===== config.mk =====
export PLATFORM = sky130hd
export DESIGN_NAME = dbg_apb_regs
export DESIGN_NICKNAME = d
export VERILOG_FILES = /design/src/rtl/dbg_apb_pkg.sv /design/src/rtl/dbg_apb_access.sv /design/src/rtl/dbg_status_ctrl.sv /design/src/rtl/dbg_rom_view.sv /design/src/rtl/dbg_apb_regs.sv
export SDC_FILE = /design/constraint.sdc
export NUM_CORES = 1
export LEC_CHECK = 0
export BUFFER_PORTS_ARGS = -buffer_cell sky130_fd_sc_hd__buf_4
export CORE_MARGIN = 2
export CORE_UTILIZATION = 31
export CTS_BUF_LIST = sky130_fd_sc_hd__clkbuf_4 sky130_fd_sc_hd__clkbuf_8 sky130_fd_sc_hd__clkbuf_16
export CTS_CLUSTER_DIAMETER = 80
export DETAILED_ROUTE_END_ITERATION = 10
export PLACE_DENSITY = 0.91
export SETUP_SLACK_MARGIN = 0.1
export SLEW_MARGIN = 0
export SYNTH_ARGS = -nofsm -noshare
export SYNTH_HDL_FRONTEND = slang
export SYNTH_SLANG_ARGS = --single-unit

===== constraint.sdc =====
create_clock -name clk_i -period 4.3 [get_ports clk_i]
set_input_delay 0.645 -clock clk_i [delete_from_list [all_inputs] [get_ports clk_i]]
set_output_delay 0.645 -clock clk_i [all_outputs]
set_load 0.02 [all_outputs]

===== src/rtl/dbg_apb_pkg.sv =====
package dbg_apb_pkg;
  localparam int unsigned AW = 10;
  localparam int unsigned DW = 32;

  // word offsets (byte offset >> 2)
  localparam logic [AW-1:0] OFS_ROM  = 10'h000;
  localparam logic [AW-1:0] OFS_STAT = 10'h022;
  localparam logic [AW-1:0] OFS_PWR  = 10'h0C4;

  localparam int unsigned STAT_CODE_LSB = 2;
  localparam int unsigned STAT_CODE_W   = 4;
  localparam int unsigned STAT_FACK_BIT = 10;
  localparam logic [STAT_CODE_W-1:0] ENTRY_EXT_HALT = 4'b0100;

  typedef enum logic [1:0] {SEL_NONE, SEL_ROM, SEL_STAT, SEL_PWR} reg_sel_e;
endpackage


===== src/rtl/dbg_apb_access.sv =====
module dbg_apb_access
  import dbg_apb_pkg::*;
(
  input  logic          clk_i,
  input  logic          rst_ni,
  input  logic          psel_i,
  input  logic          penable_i,
  input  logic          pwrite_i,
  input  logic [AW-1:0] paddr_i,
  input  logic          src_dbg_i,
  output logic          pready_o,
  output logic          pslverr_o,
  output logic          wr_en_o,
  output logic          rd_en_o,
  output reg_sel_e      sel_o
);
  logic access, guarded, stall, wait_q;

  always_comb begin
    unique case (paddr_i)
      OFS_ROM:  sel_o = SEL_ROM;
      OFS_STAT: sel_o = SEL_STAT;
      OFS_PWR:  sel_o = SEL_PWR;
      default:  sel_o = SEL_NONE;
    endcase
  end

  assign access    = psel_i & penable_i;
  // software write to the status word: one wait state, then error
  assign guarded   = access & pwrite_i & ~src_dbg_i & (sel_o == SEL_STAT);
  assign stall     = guarded & ~wait_q;
  assign pready_o  = access & ~stall;
  assign pslverr_o = guarded & wait_q;
  assign wr_en_o   = pready_o & pwrite_i & ~guarded;
  assign rd_en_o   = access & ~pwrite_i;

  always_ff @(posedge clk_i or negedge rst_ni) begin
    if (!rst_ni)       wait_q <= 1'b0;
    else if (stall)    wait_q <= 1'b1;
    else if (pready_o) wait_q <= 1'b0;
  end
endmodule


===== src/rtl/dbg_status_ctrl.sv =====
module dbg_status_ctrl
  import dbg_apb_pkg::*;
(
  input  logic          clk_i,
  input  logic          rst_ni,
  input  logic          wr_en_i,
  input  logic [DW-1:0] wdata_i,
  input  logic          halt_req_i,
  input  logic          core_halted_i,
  output logic [DW-1:0] stat_o,
  output logic          dbg_ack_o
);
  logic [STAT_CODE_W-1:0] code_q;
  logic                   fack_q, halted_q, entry;
  logic                   unused_wdata;

  assign unused_wdata = ^{wdata_i[DW-1:STAT_FACK_BIT+1],
                          wdata_i[STAT_FACK_BIT-1:STAT_CODE_LSB+STAT_CODE_W],
                          wdata_i[STAT_CODE_LSB-1:0]};

  assign entry = core_halted_i & ~halted_q & halt_req_i;

  always_ff @(posedge clk_i or negedge rst_ni) begin
    if (!rst_ni) begin
      halted_q <= 1'b0;
      code_q   <= '0;
      fack_q   <= 1'b0;
    end else begin
      halted_q <= core_halted_i;
      if (entry)        code_q <= ENTRY_EXT_HALT;
      else if (wr_en_i) code_q <= wdata_i[STAT_CODE_LSB +: STAT_CODE_W];
      if (wr_en_i)      fack_q <= wdata_i[STAT_FACK_BIT];
    end
  end

  always_comb begin
    stat_o = '0;
    stat_o[STAT_CODE_LSB +: STAT_CODE_W] = code_q;
    stat_o[STAT_FACK_BIT] = fack_q;
  end

  assign dbg_ack_o = core_halted_i | fack_q;
endmodule


===== src/rtl/dbg_rom_view.sv =====
module dbg_rom_view #(
  parameter int unsigned ROM_W = 20,
  parameter int unsigned DW    = 32
) (
  input  logic [ROM_W-1:0] base_i,
  input  logic             valid_i,
  output logic [DW-1:0]    word_o
);
  always_comb begin
    word_o = '0;
    word_o[DW-1 -: ROM_W] = base_i;
    word_o[1:0] = {2{valid_i}};
  end
endmodule


===== src/rtl/dbg_apb_regs.sv =====
module dbg_apb_regs
  import dbg_apb_pkg::*;
#(
  parameter int unsigned ROM_W = 20
) (
  input  logic             clk_i,
  input  logic             rst_ni,
  input  logic             psel_i,
  input  logic             penable_i,
  input  logic             pwrite_i,
  input  logic [AW-1:0]    paddr_i,
  input  logic             paddr_src_i,
  input  logic [DW-1:0]    pwdata_i,
  output logic [DW-1:0]    prdata_o,
  output logic             pready_o,
  output logic             pslverr_o,
  input  logic             halt_req_i,
  input  logic             core_halted_i,
  input  logic [ROM_W-1:0] rom_base_i,
  input  logic             rom_valid_i,
  output logic             dbg_ack_o,
  output logic             no_pwrdn_o
);
  logic          wr_en, rd_en, pwr_q;
  reg_sel_e      sel;
  logic [DW-1:0] stat_word, rom_word, pwr_word;

  dbg_apb_access u_access (
    .clk_i     (clk_i),
    .rst_ni    (rst_ni),
    .psel_i    (psel_i),
    .penable_i (penable_i),
    .pwrite_i  (pwrite_i),
    .paddr_i   (paddr_i),
    .src_dbg_i (paddr_src_i),
    .pready_o  (pready_o),
    .pslverr_o (pslverr_o),
    .wr_en_o   (wr_en),
    .rd_en_o   (rd_en),
    .sel_o     (sel)
  );

  dbg_status_ctrl u_status (
    .clk_i         (clk_i),
    .rst_ni        (rst_ni),
    .wr_en_i       (wr_en && sel == SEL_STAT),
    .wdata_i       (pwdata_i),
    .halt_req_i    (halt_req_i),
    .core_halted_i (core_halted_i),
    .stat_o        (stat_word),
    .dbg_ack_o     (dbg_ack_o)
  );

  dbg_rom_view #(.ROM_W(ROM_W), .DW(DW)) u_rom (
    .base_i  (rom_base_i),
    .valid_i (rom_valid_i),
    .word_o  (rom_word)
  );

  always_ff @(posedge clk_i or negedge rst_ni) begin
    if (!rst_ni)                       pwr_q <= 1'b0;
    else if (wr_en && sel == SEL_PWR)  pwr_q <= pwdata_i[0];
  end

  assign pwr_word   = {{(DW-1){1'b0}}, pwr_q};
  assign no_pwrdn_o = pwr_q;

  always_comb begin
    prdata_o = '0;
    if (rd_en) begin
      unique case (sel)
        SEL_ROM:  prdata_o = rom_word;
        SEL_STAT: prdata_o = stat_word;
        SEL_PWR:  prdata_o = pwr_word;
        default:  prdata_o = '0;
      endcase
    end
  end
endmodule


==> summary.md <==
| Metric | Value |
|---|---|
| Top post-synthesis cells by area | `sky130_fd_sc_hd__dfrtp_1 (28%), sky130_fd_sc_hd__and2_1 (22%), sky130_fd_sc_hd__mux2i_1 (5.5%)` |
| Worst-skew pair later-pin latency | `250 ps` |
| Slew Limit Fails | `0` |
| Average instance area after synthesis | `8.59 um^2` |
| Clock slew at reported path FFs | `50 ps` |
| Time the final worst path needs with I/O delays and setup | `2970 ps` |
| Maximum clock skew at final layout | `1.70 ps` |
| Number of enable flip-flop cells after synthesis | `0` |
| Multiplexer area fraction after synthesis | `9.19%` |
| Most used DFF post-synth | `sky130_fd_sc_hd__dfrtp_1` |
| Crit Path Class | `input port to output pin` |
| Residual overflow from global routing | `0` |
| Area of the die | `2730 um^2` |
| Final Power | `181 uW` |
| Type of the tightest min-delay check | `input port to asynchronous set/reset pin` |
| HPWL Detailed | `2.03 mm` |
| Antenna violations before repair | `0` |
| Sum of negative setup slack | `0 ps` |
| Power Density | `138 nW/um^2` |
| Distinct cell type count after synthesis | `28` |
| Post-layout utilization of the core | `59.2%` |
| Min setup slack post-route | `1330 ps` |
| Combinational family with the most area after synthesis | `simple AND/OR/NAND/NOR gates` |
| Synth Area in Adders | `0%` |
| Initial core utilization | `32.6%` |
| Horizontal die dimension | `52.3 um` |
| RePlAce Congestion | `0.736` |
| Detail Route Antenna Nets | `0` |
| Yosys warning total | `0` |
| Data arrival time of the critical path | `2330 ps` |
| Placement Setup Slack | `1260 ps` |
| Maximum number of pins on one net before global-route repair | `21` |
| Vias in the first global route | `698` |
| # nets final | `232` |
| Remaining max-slew budget at the tightest pin | `56.3%` |
| Height of the die | `52.3 um` |
| Number of antenna diodes | `0` |
| Input/output buffers | `75` |
| Area post-placement | `1290 um^2` |
| Cells after Synth | `84` |
| IO Pins | `107` |
| Required time of the critical path | `3650 ps` |
| Floorplan core area | `2210 um^2` |
| Area growth, synth to finish | `81.3%` |
| Critical path capture point type | `output pin` |
| Share of async-settable or async-resettable flops after synthesis | `100%` |
| First-pass GRT wire length | `3.13 mm` |
| Violation count after the first detailed-routing iteration | `3` |
| Fraction of synthesized cell area in xor and xnor cells | `0%` |
| Post-Layout Inst Area | `1310 um^2` |
| CTS Hold Bufs | `0` |
| GRT Total Usage | `15.9%` |
| Buffer cell driving the clock tree root | `sky130_fd_sc_hd__clkbuf_4` |
| 1st-pass router iterations | `3` |
| Deepest clock path buffer count | `2` |
| Unrepaired setup endpoints after global routing | `false` |
| Leading area contributor after synthesis | `sky130_fd_sc_hd__dfrtp_1` |
| Total via count after detailed routing | `839` |
| Peak supply drop | `0.114 mV` |
| Worst Path Max Fanout | `5` |
| Static power due to leakage | `0.695 nW` |
| Number of rows in the core area | `17` |
| Critical path cell sequence | `buf_4, or4_4, nor4_1, and2_1, buf_4` |
| Avg WL per Cell | `12.3 um` |
| Post-synthesis register bit count | `8` |
| Pin slew with the least headroom to its limit | `650 ps` |
| Fraction of final layout cells with drive strength greater than 1 | `54.7%` |
| Clock tree from TritonCTS | `built` |
| Run status | `complete, no violations` |
| Compound-Gate Fraction of Synth Area | `3.47%` |
| Top cell type's share of synthesized area | `27.7%` |
| DRT Wirelength | `2.31 mm` |
| Detailed-route DRC error count | `0` |
| CP Launch Type | `input port` |
| Top cell by count, worst path | `sky130_fd_sc_hd__buf_4` |
| R2R setup slack | `3250 ps` |
| Endpoints failing setup | `0` |
| Simple-gate area share of the yosys netlist | `50.8%` |
| Post-CTS Repair Setup Buffers | `0` |
| Number of instances resized during post-cts repair | `0` |
| Fmax | `0.336 GHz` |
| Count of final hold-check violations | `0` |
| Fraction of the yosys area taken by sequential cells | `27.7%` |
| Cts bufs inserted | `3` |
| Vias per inst | `4.49` |
| Final worst path period share | `69.2%` |
| Htree depth | `1` |
| Critical Path Slowest Stage Cell | `sky130_fd_sc_hd__nor4_1` |
| Max stage delay on crit path | `620 ps` |
| Area of the mapped netlist | `722 um^2` |
| Clock sinks | `8` |
| Count of maximum capacitance violations | `0` |
==> synthesized netlist by cell type (all sizes together), types with 2 or more instances <==
| cell type | n |
|---|---|
| clkbuf | 2 |
| nand2 | 10 |
| nand3b | 2 |
| dfrtp | 8 |
| and2 | 25 |
| a21oi | 3 |
| mux2i | 4 |
| nor4 | 5 |
| mux2 | 2 |
| buf | 6 |
| or2 | 2 |
| or4 | 2 |
| nor2b | 2 |
==> report_power, final <==
| part | internal (mW) | switching (mW) | leakage (nW) |
|---|---|---|---|
| logic | 0.0306 | 0.0191 | 0.577 |
| registers | 0.0760 | 0.000130 | 0.104 |
| clock network | 0.0318 | 0.0235 | 0.0138 |
==> sequential cells by signal (all words and copies together) (netlist names) <==
| register | cells |
|---|---|
| u_access.wait_q | 1 |
| no_pwrdn_o | 1 |
| u_status.fack_q | 1 |
| u_status.code_q | 4 |
| u_status.halted_q | 1 |
==> area by class of cell <==
cell class	instances	area (um^2)
clock buffer	3	22.5
fill	210	903
inverter	1	3.75
multi-input combinational	71	477
sequential	8	200
tap	28	35.0
timing repair buffer	76	571
==> logic make-up (layout without fill, tap and decap cells) <==
group	Yosys count	count (layout)
compound gates	4	4
buf+inv	9	80
flops	8	8
mux	6	6
other cells	1	5
simple gates	56	56
==> metrics by stage <==
step	std cells	hold slack (ps)
floorplan	88	349
global placement	184	465
CTS	187	197
finish	187	203
detailed placement	184	467
global route	187	185
==> critical path: cells and delay by family <==
kind / cells / cell delay, ps
simple gates: 3 / 1430
buf+inv: 2 / 260
==> cells in the final DEF, fill, tap and decap left out, types with 3 or more instances in the layout <==
| cell type | netlist | final |
|---|---|---|
| sky130_fd_sc_hd__mux2i_1 | 4 | 4 |
| sky130_fd_sc_hd__dfrtp_1 | 8 | 8 |
| sky130_fd_sc_hd__nand2_1 | 10 | 10 |
| sky130_fd_sc_hd__and2_1 | 25 | 25 |
| sky130_fd_sc_hd__conb_1 | 1 | 5 |
| sky130_fd_sc_hd__a21oi_1 | 3 | 3 |
| sky130_fd_sc_hd__buf_4 | 5 | 76 |
| sky130_fd_sc_hd__nor4_1 | 3 | 3 |
| sky130_fd_sc_hd__clkbuf_4 | 0 | 3 |
==> path summary, 6_finish.rpt <==
check | from | to | cells after the start
min in group clk_i | u_status.code_q[1] | u_status.code_q[1] | 2
min | rst_ni | u_status.fack_q | 1
max in group asynchronous | rst_ni | u_status.code_q[2] | 1
min reg2reg | u_status.code_q[1] | u_status.code_q[1] | 2
max reg2reg | u_status.halted_q | u_status.code_q[2] | 3
max | paddr_i[3] | prdata_o[4] | 5
==> metal layers <==
layer  GRT usage (%)  vias up  wire [um]
li1                -      429          -
met1            15.1      368        808
met2            31.6       42       1280
met3            5.71        0        218
met4            3.85        0          0
met5               0        -          0
(Power assumes the default switching activity.)
